`src/rtl/waitSlavePkg.sv`:
```
package waitSlavePkg;

  typedef enum logic [1:0] {
    TR_IDLE   = 2'b00,
    TR_BUSY   = 2'b01,
    TR_NONSEQ = 2'b10,
    TR_SEQ    = 2'b11
  } transKind_e;

  // strobes from control to datapath
  typedef struct packed {
    logic capture;  // latch address this edge
    logic wrEn;     // store write data this edge
    logic rdEn;     // drive read data this cycle
  } slvStrobe_t;

endpackage

```
`src/rtl/wsCtrl.sv`:
```
module wsCtrl
  import waitSlavePkg::*;
#(
  parameter int WAIT_STATES = 2
) (
  input  logic       clk,
  input  logic       rstN,
  input  logic       selIn,
  input  logic [1:0] transIn,
  input  logic       writeIn,
  input  logic       readyIn,
  output logic       readyOut,
  output slvStrobe_t strb
);

  localparam int CNT_W = (WAIT_STATES > 0) ? $clog2(WAIT_STATES + 1) : 1;
  localparam logic [CNT_W-1:0] CNT_LOAD = CNT_W'(WAIT_STATES);

  logic             activeQ;
  logic             writeQ;
  logic [CNT_W-1:0] cntQ;

  logic kindValid;
  logic addrValid;
  logic finalCyc;
  logic phaseDone;

  assign kindValid = (transIn == TR_NONSEQ) || (transIn == TR_SEQ);
  // an address phase only counts on an edge where the whole bus is ready
  assign addrValid = selIn && readyIn && kindValid;
  assign finalCyc  = activeQ && (cntQ == '0);
  assign phaseDone = finalCyc && readyIn;
  assign readyOut  = !activeQ || (cntQ == '0);

  always_ff @(posedge clk or negedge rstN) begin
    if (!rstN) begin
      activeQ <= 1'b0;
      writeQ  <= 1'b0;
      cntQ    <= '0;
    end else if (addrValid) begin
      activeQ <= 1'b1;
      writeQ  <= writeIn;
      cntQ    <= CNT_LOAD;
    end else if (phaseDone) begin
      activeQ <= 1'b0;
    end else if (activeQ && (cntQ != '0)) begin
      cntQ <= cntQ - 1'b1;
    end
  end

  assign strb.capture = addrValid;
  assign strb.wrEn    = phaseDone && writeQ;
  assign strb.rdEn    = finalCyc && !writeQ;

  // an accepted transfer with wait states drops ready next cycle
  p_wait_start_r3: assert property (@(posedge clk) disable iff (!rstN)
    ((WAIT_STATES > 0) && strb.capture) |=> !readyOut);

  // the wait counter steps down by one each stretched cycle
  p_cnt_step_r3: assert property (@(posedge clk) disable iff (!rstN)
    (activeQ && (cntQ != '0) && !strb.capture) |=> (activeQ && (cntQ == $past(cntQ) - 1'b1)));

  // a low bus ready never starts a data phase
  p_no_start_low_r4: assert property (@(posedge clk) disable iff (!rstN)
    (!readyIn && !activeQ) |=> !activeQ);

  // captured direction is frozen while the bus is stalled
  p_dir_hold_r4: assert property (@(posedge clk) disable iff (!rstN)
    !readyIn |=> $stable(writeQ));

  // a store only happens with both ready signals high
  p_wr_final_r6: assert property (@(posedge clk) disable iff (!rstN)
    strb.wrEn |-> (readyOut && readyIn));

  // no valid select keeps ready high
  p_idle_ready_r8: assert property (@(posedge clk) disable iff (!rstN)
    (readyIn && readyOut && !(selIn && kindValid)) |=> readyOut);

endmodule

```
`src/rtl/wsRegs.sv`:
```
module wsRegs
  import waitSlavePkg::*;
#(
  parameter int DATA_W   = 32,
  parameter int ADDR_W   = 8,
  parameter int NUM_REGS = 8
) (
  input  logic              clk,
  input  logic              rstN,
  input  slvStrobe_t        strb,
  input  logic [ADDR_W-1:0] addrIn,
  input  logic [DATA_W-1:0] wdataIn,
  output logic [DATA_W-1:0] rdataOut
);

  localparam int IDX_W = (NUM_REGS > 1) ? $clog2(NUM_REGS) : 1;

  logic [IDX_W-1:0] idxQ;
  logic [IDX_W-1:0] idxNext;
  logic [NUM_REGS-1:0][DATA_W-1:0] regFlat;

  // word index: drop the two byte-offset bits, keep IDX_W bits
  assign idxNext = IDX_W'(addrIn >> 2);

  always_ff @(posedge clk or negedge rstN) begin
    if (!rstN) begin
      idxQ <= '0;
    end else if (strb.capture) begin
      idxQ <= idxNext;
    end
  end

  for (genvar g = 0; g < NUM_REGS; g++) begin : gReg
    logic [DATA_W-1:0] q;
    always_ff @(posedge clk or negedge rstN) begin
      if (!rstN) begin
        q <= '0;
      end else if (strb.wrEn && (idxQ == IDX_W'(g))) begin
        q <= wdataIn;
      end
    end
    assign regFlat[g] = q;
  end

  assign rdataOut = strb.rdEn ? regFlat[idxQ] : '0;

  // the addressed register holds the data present at the store edge
  p_store_r6: assert property (@(posedge clk) disable iff (!rstN)
    strb.wrEn |=> (regFlat[$past(idxQ)] == $past(wdataIn)));

  // without a store strobe the register file does not move
  p_no_access_r8: assert property (@(posedge clk) disable iff (!rstN)
    !strb.wrEn |=> $stable(regFlat));

endmodule

```
`src/rtl/waitStateSlave.sv`:
```
module waitStateSlave
  import waitSlavePkg::*;
#(
  parameter int DATA_W      = 32,
  parameter int ADDR_W      = 8,
  parameter int NUM_REGS    = 8,
  parameter int WAIT_STATES = 2
) (
  input  logic              clk,
  input  logic              rstN,
  input  logic              selIn,
  input  logic [ADDR_W-1:0] addrIn,
  input  logic [1:0]        transIn,
  input  logic              writeIn,
  input  logic [DATA_W-1:0] wdataIn,
  output logic [DATA_W-1:0] rdataOut,
  input  logic              readyIn,
  output logic              readyOut
);

  slvStrobe_t strb;

  wsCtrl #(
    .WAIT_STATES(WAIT_STATES)
  ) uCtrl (
    .clk     (clk),
    .rstN    (rstN),
    .selIn   (selIn),
    .transIn (transIn),
    .writeIn (writeIn),
    .readyIn (readyIn),
    .readyOut(readyOut),
    .strb    (strb)
  );

  wsRegs #(
    .DATA_W  (DATA_W),
    .ADDR_W  (ADDR_W),
    .NUM_REGS(NUM_REGS)
  ) uRegs (
    .clk     (clk),
    .rstN    (rstN),
    .strb    (strb),
    .addrIn  (addrIn),
    .wdataIn (wdataIn),
    .rdataOut(rdataOut)
  );

  // read data is quiet whenever this slave stretches its phase
  p_rd_quiet_r7: assert property (@(posedge clk) disable iff (!rstN)
    !readyOut |-> (rdataOut == '0));

endmodule

```
`config.mk`:
```
export PLATFORM = sky130hd
export DESIGN_NAME = waitStateSlave
export DESIGN_NICKNAME = d
export VERILOG_FILES = /design/src/rtl/waitSlavePkg.sv /design/src/rtl/wsCtrl.sv /design/src/rtl/wsRegs.sv /design/src/rtl/waitStateSlave.sv
export SDC_FILE = /design/constraint.sdc
export NUM_CORES = 1
export LEC_CHECK = 0
export CAP_MARGIN = 20
export CORE_UTILIZATION = 45
export CTS_CLUSTER_DIAMETER = 100
export DETAILED_ROUTE_END_ITERATION = 8
export PLACE_DENSITY = 0.67
export SLEW_MARGIN = 10
export SYNTH_ARGS = -nofsm -noshare
export SYNTH_HDL_FRONTEND = slang
export SYNTH_SLANG_ARGS = --single-unit
```
`constraint.sdc`:
```
create_clock -name clk -period 2.8 [get_ports clk]
set_clock_uncertainty 0.2 [all_clocks]
set_input_delay 0.28 -clock clk [delete_from_list [all_inputs] [get_ports clk]]
set_output_delay 0.28 -clock clk [all_outputs]
set_load 0.02 [all_outputs]
```
Word-level counts from Yosys, hierarchy flattened
Index checks and enable logic that the tools add are counted.
{"block": "op_classes", "n_shift": 0, "order_cmp": 1, "mux": 8, "bitwise": 0, "n_reduce_logical": 25, "add_sub_neg": 1, "n_mul": 0, "div": 0, "n_eq_ne": 10}
{"operator": "binary-select mux 32 bit (select 3 bit)", "count": 1}
{"operator": "2-to-1 mux 32 bit", "count": 2}
{"operator": "logical AND 1 bit", "count": 15}
{"operator": "equality test 3 bit (second input constant)", "count": 4}
{"operator": "equality test 3 x 2 -> 1 bit (second input constant)", "count": 2}
{"operator": "2-to-1 mux 2 bit", "count": 3}
{"operator": "nonzero test 2 bit", "count": 3}
{"operator": "equality test 2 bit (second input constant)", "count": 2}
{"operator": "less-than comparator 3 x 4 -> 1 bit (second input constant)", "count": 1}
{"operator": "equality test 3 x 1 -> 1 bit (second input constant)", "count": 1}
{"operator": "zero test 3 bit", "count": 1}
{"operator": "zero test 1 bit", "count": 2}
{"operator": "zero test 2 bit", "count": 1}
{"operator": "logical OR 1 bit", "count": 2}
{"operator": "2-to-1 mux 1 bit", "count": 2}
{"operator": "!= test 2 x 1 -> 1 bit (second input constant)", "count": 1}
{"operator": "AND reduction 2 bit", "count": 1}
{"operator": "subtractor 2 x 1 -> 2 bit (second input constant)", "count": 1}
{"block": "totals", "inputBits": 47, "ram_bits": 0, "romBits": 0, "ff_bits": 263, "latch_bits": 0, "out_inout_bits": 33, "word_cells": 57, "mem_count": 0}

Longest topological paths before layout
Gate-level depths: netlist of the first run.
{"block": "logic_depth", "ltp_word": 5, "ltp_mapped": 7, "ltp_nobuf": 5}

Cells and area by module
From an unflattened synthesis of the first run, not the netlist that was laid out.
{"block": "hier_totals", "cells_unflattened": 800, "area_unflattened_um2": 11926.4}
{"mod": "wsRegs", "n_inst": 1, "cells_each": 777, "seq_area_each_um2": 6481.2, "area_each_um2": 11711.2}
{"mod": "wsCtrl", "n_inst": 1, "cells_each": 23, "seq_area_each_um2": 100.1, "area_each_um2": 215.2}

Worst setup path before layout of the first run
Ideal clock, no wire load.
{"block": "synth_path", "path_type": "reg2out", "start": "register uCtrl.cntQ[0]", "end": "output rdataOut[18]", "setup_slack_ns": 0.657, "arrival_time_ns": 1.663, "required_time_ns": 2.320, "stages_incl_launch_ff": 7, "path_buffers": 1, "path_cell_list": "dfrtp_1 inv_1 ha_1 nand2_1 nor3_1 clkbuf_1 a22o_1"}
{"block": "synth_via", "elab_chain_cells": 4}
{"element": "start, declared", "line_no": "wsCtrl.sv:21", "source": "logic [CNT_W-1:0] cntQ;"}
{"element": "start signal, assigned", "line_no": "wsCtrl.sv:47", "source": "cntQ <= cntQ - 1'b1;"}
{"element": "zero test 2 bit", "line_no": "wsCtrl.sv:31", "source": "assign finalCyc = activeQ && (cntQ == '0);"}
{"element": "logical AND 1 bit", "line_no": "wsCtrl.sv:31"}
{"element": "logical AND 1 bit", "line_no": "wsCtrl.sv:53", "source": "assign strb.rdEn = finalCyc && !writeQ;"}
{"element": "2-to-1 mux 32 bit", "line_no": "wsRegs.sv:45", "source": "assign rdataOut = strb.rdEn ? regFlat[idxQ] : '0;"}
{"element": "end, declared", "line_no": "waitStateSlave.sv:16", "source": "output logic [DATA_W-1:0] rdataOut,"}
Every way passes these cells.

Worst setup path after layout of the first run
{"block": "layout_path", "start": "register uRegs.idxQ[0]", "end": "output rdataOut[2]"}
{"block": "layout_via", "elab_chain_cells": 3}
{"element": "start, declared", "line_no": "wsRegs.sv:18", "source": "logic [IDX_W-1:0] idxQ;"}
{"element": "start signal, assigned", "line_no": "wsRegs.sv:29", "source": "idxQ <= idxNext;"}
{"element": "binary-select mux 32 bit (select 3 bit)", "line_no": "wsRegs.sv:45"}
{"element": "2-to-1 mux 32 bit (implied by the code)", "line_no": "wsRegs.sv:45"}
{"element": "2-to-1 mux 32 bit", "line_no": "wsRegs.sv:45"}
Every way passes these cells. The select of a mux whose other input is x is not followed.

==> metrics, run 1 <==
worst-path maximum fanout=7; clock sink count=263; FP Rows=58; Die W=164 um; gate count of the mapped netlist=694; VDD IR max=0.000554 V; area share of the largest cell type after synthesis=56.0%; Buffers on Ports=73; max frequency=0.359 GHz; HPWL after detailed placement=16,200 um; warnings from Yosys=0; final hold viol count=0; fin. max-slew vios=0; synthesized net count=742; Post-synth EDFFs=0; vias in the first global route=7,611; most frequent cell after synthesis=dfrtp_1; Nets=856; Worst EP arrival=2.31 ns; delay-heaviest family, CP=buffers and inverters; CTS H-tree lvls=1; Core Util, Final=56.3%; Cell Area, Synth=11,800 um2; Synth cell types=28; DRC errors left=0; CP required=2.32 ns; Setup-failing EPs final=0; synthesized flop and latch total=263; Yosys top cell by area=dfrtp_1; drt initial violations=387; status=complete, no violations; clk_lat worst skew=0.53 ns; grt ovf=0; actual slew at the worst max-slew pin=0.807 ns; Tmin final=2.79 ns; CTS tree=yes; fraction of registers with async set/reset=100%; area grow syn2layout=21.6%; filler cell count=2,032; Pre-antenna DRT Iters=4; final WL=27,200 um; largest net degree at the start of global routing=100; Total Die Area=26,800 um2; Crit. End Element=primary output; P_leak=6.88 nW; critical path class=reg -> out; Crit path largest cell delay=0.50 ns; CTS buffer count=28; Clock Pin Slew Worst Setup and Hold Paths=0.06 ns; vias per cell=5.77; clock buffer depth=3; cell chain of the critical path=buf_12 -> buf_12 -> buf_16 -> mux4_2 -> a22o_1 -> buf_2; PwrDens=885 nW/um2; Commonest cells post-synth=263 x dfrtp_1, 223 x mux2_2, 64 x mux4_2, 37 x mux2_1; RSZ-0062 raised after global routing=true; GRT Total Usage=21.4%; routed len/inst=23.5 um; sequential cell area fraction in the yosys report=56.0%; share of cells above drive strength 1=52.2%; Starting Density=46.3%; number of routed nets with antenna violations=0; Tcrit/Tclk final=99.6%; total power=12.7 mW; cell mode on critical path=buf_12; R2R Setup Slk=0.33 ns; Core ar.=25,400 um2; first-pass GRT wire length=43,000 um; ys flop type=dfrtp_1; worst hold path type=in -> async; CP Buf/Inv Count=4; Die Ht=164 um; Slew headroom=46.2%; IO Pins=80; Mean Syn Cell Area=16.9 um2; Fin Hold WS=0.163 ns; maxcap violations=0; Vias=6,686; placer congestion estimate=0.740; Area contributors post-synth=dfrtp_1 56%, mux2_2 21%, mux4_2 12%, mux2_1 3.5%, a22o_1 2.4%; Clock Tree Root=clkbuf_16; Critical-path top delay cell=dfrtp_4; Ant. Diodes=0; initial antenna violation count=2; CP Launch Type=register
through the flow:
step	TNS [ns]	setup WS, ns	instances	area [um2]
after floorplan	0	0.657	694	11800
after global placement	0	0.136	1085	13100
after detailed placement	0	0.117	1085	13100
after CTS	-0.137	-0.0527	1149	14200
after global routing	-0.0509	-0.0335	1158	14300
final	0	0.0115	1158	14300
placed cells by master, fill, tap and decap left out, types with 7 or more instances in the layout:
master / netlist / routed
buf_4: 6 / 33
clkbuf_8: 0 / 7
clkbuf_1: 7 / 10
clkbuf_16: 0 / 30
buf_2: 32 / 24
clkdlybuf4s50_1: 0 / 40
mux4_2: 64 / 64
dfrtp_1: 263 / 261
a22o_1: 32 / 32
mux2_2: 223 / 223
mux2_1: 37 / 37
buf_12: 0 / 18
logic make-up after synthesis:
kind of cell | count (synthesis) | share of synthesized area, %
fa+ha+maj | 1 | 0.106
mux | 324 | 37.2
simple gates | 22 | 1.93
compound gates | 33 | 2.45
xor+xnor | 1 | 0.0745
flops | 263 | 56.0
buf+inv | 50 | 2.32
metal layers:
metal  vias to the layer above  GRT usage (%)  part of all wire (%)
met5                         -              0                 0.081
met4                         4           5.13                   2.1
met3                        51           3.83                   4.2
met2                       125           37.8                    52
met1                      3633           27.1                    42
li1                       2873              -                     -
path summary, 6_finish.rpt:
| check | startpoint | end | cells past startpoint |
|---|---|---|---|
| min | rstN | uRegs.gReg[0].q[7] | 2 |
| min reg2reg | uRegs.gReg[2].q[30] | uRegs.gReg[2].q[30] | 1 |
| max in group asynchronous | rstN | uRegs.gReg[7].q[16] | 3 |
| max | uRegs.idxQ[0] | rdataOut[2] | 6 |
| max reg2reg | uRegs.idxQ[0] | uRegs.gReg[2].q[29] | 7 |
| min in group clk | addrIn[3] | uRegs.idxQ[1] | 2 |
report_power, final:
part | switching (mW) | internal [mW] | leakage (nW)
Sequential | 0.730 | 5.17 | 3.58
Combinational | 1.13 | 2.06 | 2.86
Clock | 1.41 | 2.17 | 0.445
sequential cells by signal, summed over array words and instances (netlist names):
signal         flops
uCtrl.activeQ      1
uRegs.idxQ         3
uCtrl.cntQ         2
uRegs.gReg.q     256
uCtrl.writeQ       1
layout make-up:
type	instances	area, um2	share of cell area, %
clock buffers	46	860	6.01
clock inverters	4	45.0	0.315
inverters	2	7.51	0.0525
multi-input cells	381	4940	34.5
flip-flops and latches	263	6590	46.1
well taps	330	413	2.89
repair buffers	132	1450	10.2
repair_timing:
action,CTS,global route
endpoints found under the hold margin,95,0
gates resized for setup,125,19
gates cloned,5,1
hold buffers,1,0
endpoints found under the setup margin,32,20
pin swaps,2,4
buffers inserted,8,8
Note: power is estimated with default switching activity, not from simulation.
==> run 2, diff against run 1 <==
- CORE_MARGIN: not set -> 2
==> run 2 against run 1 <==
- hold slack worse by 0.15 ns
- sequential share of layout area decreased by 0.73 points
- core utilization shrank 0.064 points
- cell area grew 1.6%
- global-route usage is 1.3 points lower
- clock power grew 10%
- critical path depth shrank 2
- die area is 2.5% higher
- total power increased by 3.1%
- sequential power hardly changed
- register-to-register slack improved by 0.16 ns
==> metrics, run 2 (synthesis gave the netlist of run 1 again) <==
switch share=26.0% (+0.22 points); Buffers on Ports=73 (unchanged); CP Launch Type=register; area of the multi-input gates=4980 um2 (+0.81%); net switching power=3.40 mW (+4.0%); placer congestion estimate=0.763 (+3.2%); critical path class=reg -> out; total power=13.1 mW (+3.1%); Slew headroom=66.6% (+20 points); Pre-antenna DRT Iters=4 (unchanged); Worst R2R Start=uCtrl.cntQ[0]; IO Pins=80 (unchanged); Vias=6,657 (-0.43%); power share of the combinational group=24.7% (-0.4 points); max reg flops=256 (unchanged); Clock Pin Slew Worst Setup and Hold Paths=0.06 ns (about the same); initial antenna violation count=1 (-1); HPWL after detailed placement=16,300 um (+0.42%); Crit. End Element=primary output; worst-path maximum fanout=11 (+4); Seq pwr share=45.1% (-1.5 points); Top reg by flops=uRegs.gReg.q; clock sink count=263 (unchanged); Tmin final=2.76 ns (-0.0270 ns); Final TNS setup=0 ns (unchanged); CTS tree=yes; maxcap violations=0 (unchanged); final hold viol count=0 (unchanged); VDD IR max=0.000596 V (+7.6%); vias in the first global route=7,615 (+0.053%); Storage cell area=6590 um2 (unchanged); CP required=2.32 ns (about the same); vias per cell=5.68 (-1.7%); routed len/inst=23.1 um (-1.4%); worst hold path type=in -> async; Die W=166 um (+1.2%); Internal=9.66 mW (+2.8%); grt ovf=0 (unchanged); top flop regs=uRegs.gReg.q (256), uRegs.idxQ (3), uCtrl.cntQ (2); area grow syn2layout=23.6%; R2R Path End=uRegs.gReg[1].q[31]; Worst EP arrival=2.28 ns (-0.03 ns); Reg2Reg Depth=7 (unchanged); Core ar.=25,800 um2 (+1.7%); first-pass GRT wire length=43,300 um (+0.69%); clock share of power=30.2% (+1.9 points); CTS buffer count=28 (unchanged); most common cell after layout, fill and taps aside=dfrtp_1; Final Cell Area=14,500 um2 (+1.6%); PwrDens=898 nW/um2 (+1.5%); Ant. Diodes=0 (unchanged); Clock Tree Root=clkbuf_16; actual slew at the worst max-slew pin=0.500 ns (-0.306 ns); largest net degree at the start of global routing=92 (-8.0%); drt initial violations=270 (-30%); final WL=27,100 um (-0.12%); R2R Setup Slk=0.49 ns (+0.16 ns); Die Ht=166 um (+1.2%); clock buffer depth=3 (unchanged); FP Rows=59 (+1.7%); Tcrit/Tclk final=98.6% (-0.96 points); Setup-failing EPs final=0 (unchanged); Nets=864 (+0.93%); clk_lat worst skew=0.54 ns (about the same); Total Die Area=27,400 um2 (+2.5%); status=complete, no violations; Starting Density=45.5% (-0.78 points); DRC errors left=0 (unchanged); fin. max-slew vios=0 (unchanged); max frequency=0.362 GHz (+0.98%); RSZ-0062 raised after global routing=true; filler cell count=2,007 (-1.2%); number of routed nets with antenna violations=0 (unchanged); Post-DP Area=13,200 um2 (+0.18%); share of cells above drive strength 1=54.3% (+2.1 points); Fin Hold WS=0.00839 ns (-0.154 ns); CTS H-tree lvls=1 (unchanged); most frequent cells in the layout=261 x dfrtp_1, 223 x mux2_2, 64 x mux4_2, 40 x clkdlybuf4s50_1; GRT Total Usage=20.1% (-1.3 points); P_leak=7.00 nW (+1.6%)
run 2: cell types whose count changed in the layout (fill, tap and decap cells not counted), moves of 3 or more:
cell	change
clkinvlp_4	+3
buf_2	-11
buf_4	+4
bufinv_16	+4
clkbuf_2	+3
buf_16	-3
a22o_1	-5
clkbuf_1	-9
buf_6	+10
clkinv_2	+6
buf_12	+5
a22o_4	+5
run 2: layout make-up:
cell class / count / share of cell area, %
clock inverter: 18 / 1.61
inverter: 2 / 0.0517
clock buffer: 34 / 5.32
multi-input combinational: 381 / 34.2
sequential: 263 / 45.3
timing repair buffer: 140 / 10.6
tap: 335 / 2.88
run 2: worst max-delay path by stage:
| stage | depth (start not counted) | from | end | slack, ns |
|---|---|---|---|---|
| after global placement | 4 | uRegs.idxQ[0] | rdataOut[26] | 0.14 |
| final | 4 | uRegs.idxQ[0] | rdataOut[11] | 0.04 |
| after global routing | 4 | uRegs.idxQ[0] | rdataOut[11] | -0.02 |
| after detailed placement | 4 | uRegs.idxQ[0] | rdataOut[27] | 0.15 |
| after CTS | 6 | uRegs.idxQ[0] | rdataOut[6] | -0.06 |
| after floorplan | 6 | uCtrl.cntQ[0] | rdataOut[18] | 0.66 |
run 2: repair_timing:
action	in CTS	in global routing
gates resized for setup	130	29
setup buffers	22	9
pin swaps	6	7
cloned	1	1
setup endpoints to repair	32	29
hold buffers	1	0
hold endpoints to repair	263	0
run 2: critical path: stages, from the launching register on:
cell           delay, ns
dfrtp_4             0.51
buf_12              0.17
mux4_2              0.50
a22o_1              0.24
dlygate4sd2_1       0.31
run 2: metrics by stage:
step	setup WS (ns)	utilization, %	std cells
floorplan	0.657	-	694
global placement	0.140	51.0	1089
detailed placement	0.152	51.0	1089
CTS	-0.0565	55.6	1165
global route	-0.0229	56.3	1173
finish	0.0385	56.3	1173
run 2: routing by layer:
| layer | track usage [%] | vias up | share of wire, % |
|---|---|---|---|
| met2 | 34.0 | 144 | 51 |
| met3 | 3.20 | 49 | 4.2 |
| met5 | 0 | - | 0.048 |
| met1 | 27.1 | 3581 | 43 |
| li1 | - | 2881 | - |
| met4 | 5.75 | 2 | 2.5 |
run 2: power by group through the flow:
| stage | combinational, mW | sequential [mW] | clock (mW) |
|---|---|---|---|
| after detailed placement | 3.01 | 5.95 | 0 |
| after floorplan | 2.29 | 5.64 | 0 |
| after CTS | 3.19 | 5.87 | 4.02 |
| final | 3.23 | 5.88 | 3.94 |
| after global placement | 2.86 | 5.78 | 0 |
| after global routing | 3.49 | 6.04 | 4.20 |
==> run 3, diff against run 2 <==
- CTS_BUF_LIST: not set -> sky130_fd_sc_hd__clkbuf_4 sky130_fd_sc_hd__clkbuf_8 sky130_fd_sc_hd__clkbuf_16
- REMOVE_ABC_BUFFERS: not set -> 1
==> run 3 against run 2 <==
- core utilization is 0.28 points lower
- largest power group unchanged
- die area stayed put
- cell area is 0.49% lower
- highest routed layer is now met4
- wire length is 3.6% higher
- maximum frequency is 1.1% lower
- combinational power hardly changed
- clock power is 4% lower
- flip-flop and latch count stayed put
- hold slack better by 0.11 ns
==> metrics, run 3 (synthesis gave the netlist of run 1 again) <==
VDD IR max=0.000468 V (-22%); Highest Signal Layer=met4; Buffers on Ports=73 (unchanged); share of cells above drive strength 1=54.2% (-0.075 points); first-pass GRT wire length=44,700 um (+3.2%); GRT Total Usage=20.8% (+0.66 points); maxcap violations=0 (unchanged); largest net degree at the start of global routing=82 (-11%); Ant. Diodes=0 (unchanged); max frequency=0.358 GHz (-1.1%); critical path class=reg -> out; Finished Layout Cells=1,176 (+0.26%); DRC errors left=0 (unchanged); CP Launch Type=register; WL met2=14,400 um (+4.9%); area grow syn2layout=23.0%; HPWL after detailed placement=16,600 um (+2.4%); Core ar.=25,800 um2 (unchanged); Reg2Reg Depth=7 (unchanged); actual slew at the worst max-slew pin=0.646 ns (+0.145 ns); Vias=6,792 (+2.0%); vias in the first global route=7,675 (+0.79%); worst-path maximum fanout=10 (-1); drt initial violations=416 (+54%); IO Pins=80 (unchanged); Final TNS setup=0 ns (unchanged); PwrDens=892 nW/um2 (-0.72%); Clock Tree Root=clkbuf_16; Setup-failing EPs final=0 (unchanged); Die W=166 um (unchanged); Fin Hold WS=0.120 ns (+0.112 ns); setup slack at placement=0.132 ns (-0.0202 ns); FP Rows=59 (unchanged); RSZ-0062 raised after global routing=true; met3 wire len=1140 um (about the same); Inst Count DP=1,097 (+0.73%); routed len/inst=23.9 um (+3.4%); final hold viol count=0 (unchanged); most frequent cells in the layout=261 x dfrtp_1, 223 x mux2_2, 64 x mux4_2, 40 x clkdlybuf4s50_1, 37 x mux2_1; Tmin final=2.79 ns (+0.0299 ns); M1 wire length=12,000 um (+3.5%); total power=12.9 mW (-1.2%); Final WS setup=0.00855 ns (-0.0299 ns); Worst EP arrival=2.31 ns (+0.03 ns); Tcrit/Tclk final=99.7% (+1.1 points); max reg flops=256 (unchanged); Die Ht=166 um (unchanged); Slew headroom=57.0% (-9.7 points); Core Util, Final=56.0% (-0.28 points); Crit. End Element=primary output; Pre-antenna DRT Iters=4 (unchanged); CTS tree=yes; clock sink count=263 (unchanged); Post-DP Area=13,200 um2 (+0.27%); top flop regs=uRegs.gReg.q (256), uRegs.idxQ (3), uCtrl.cntQ (2); CTS H-tree lvls=1 (unchanged); P_leak=6.98 nW (-0.19%); worst hold path type=in -> async; Starting Density=45.5% (unchanged); status=complete, no violations; most common cell after layout, fill and taps aside=dfrtp_1; fin. max-slew vios=0 (unchanged); vias per cell=5.78 (+1.8%); Total Die Area=27,400 um2 (unchanged); Final Cell Area=14,500 um2 (-0.49%); final WL=28,100 um (+3.6%); initial antenna violation count=1 (unchanged); filler cell count=2,053 (+2.3%); Nets=866 (+0.23%); number of routed nets with antenna violations=0 (unchanged); clk_lat worst skew=0.54 ns (about the same); CP required=2.32 ns (about the same); grt ovf=0 (unchanged); placer congestion estimate=0.764 (+0.13%); clock buffer depth=3 (unchanged); CTS buffer count=29 (+3.6%); Clock Pin Slew Worst Setup and Hold Paths=0.06 ns (about the same); Top reg by flops=uRegs.gReg.q
run 3: timing repair:
action | CTS | global route
gates resized for setup | 133 | 16
hold endpoints to repair | 74 | 0
setup buffers | 12 | 8
pin swaps | 2 | 2
setup endpoints to repair | 32 | 16
hold buffers | 1 | 0
gates cloned | 3 | 1
run 3: worst paths after layout:
check | startpoint | to | slack [ns]
max reg2reg | uCtrl.cntQ[0] | uRegs.gReg[7].q[8] | 0.34
min in group clk | addrIn[2] | uRegs.idxQ[0] | 0.16
max in group asynchronous | rstN | uRegs.gReg[7].q[3] | 1.40
min reg2reg | uRegs.gReg[3].q[6] | uRegs.gReg[3].q[6] | 0.29
min | rstN | uRegs.gReg[5].q[20] | 0.12
max | uRegs.idxQ[0] | rdataOut[9] | 0.009
run 3: power by group:
group          internal (mW)  switching (mW)
clock                   2.28            1.49
combinational           2.07            1.16
sequential              5.17           0.724
run 3: final cells by class:
type	count	area [um2]	share of cell area, %
Clock inverter	9	73.8	0.510
Inverter	2	7.51	0.0519
Tap cell	335	419	2.90
Multi-Input combinational cell	381	4940	34.2
Timing Repair Buffer	141	1530	10.6
Clock buffer	45	896	6.19
Sequential cell	263	6590	45.6
run 3: worst max-delay path, stage by stage (launching register included):
cell and delay (ns):
dfrtp_4 0.50, buf_12 0.16, buf_12 0.15, buf_12 0.13
mux4_2 0.42, a22o_1 0.25, buf_2 0.16
run 3: routing by layer:
metal  vias up  track usage (%)
met5         -                0
met2       156             35.6
met4         0             5.26
met3        40             2.84
met1      3701             28.2
li1       2895                -
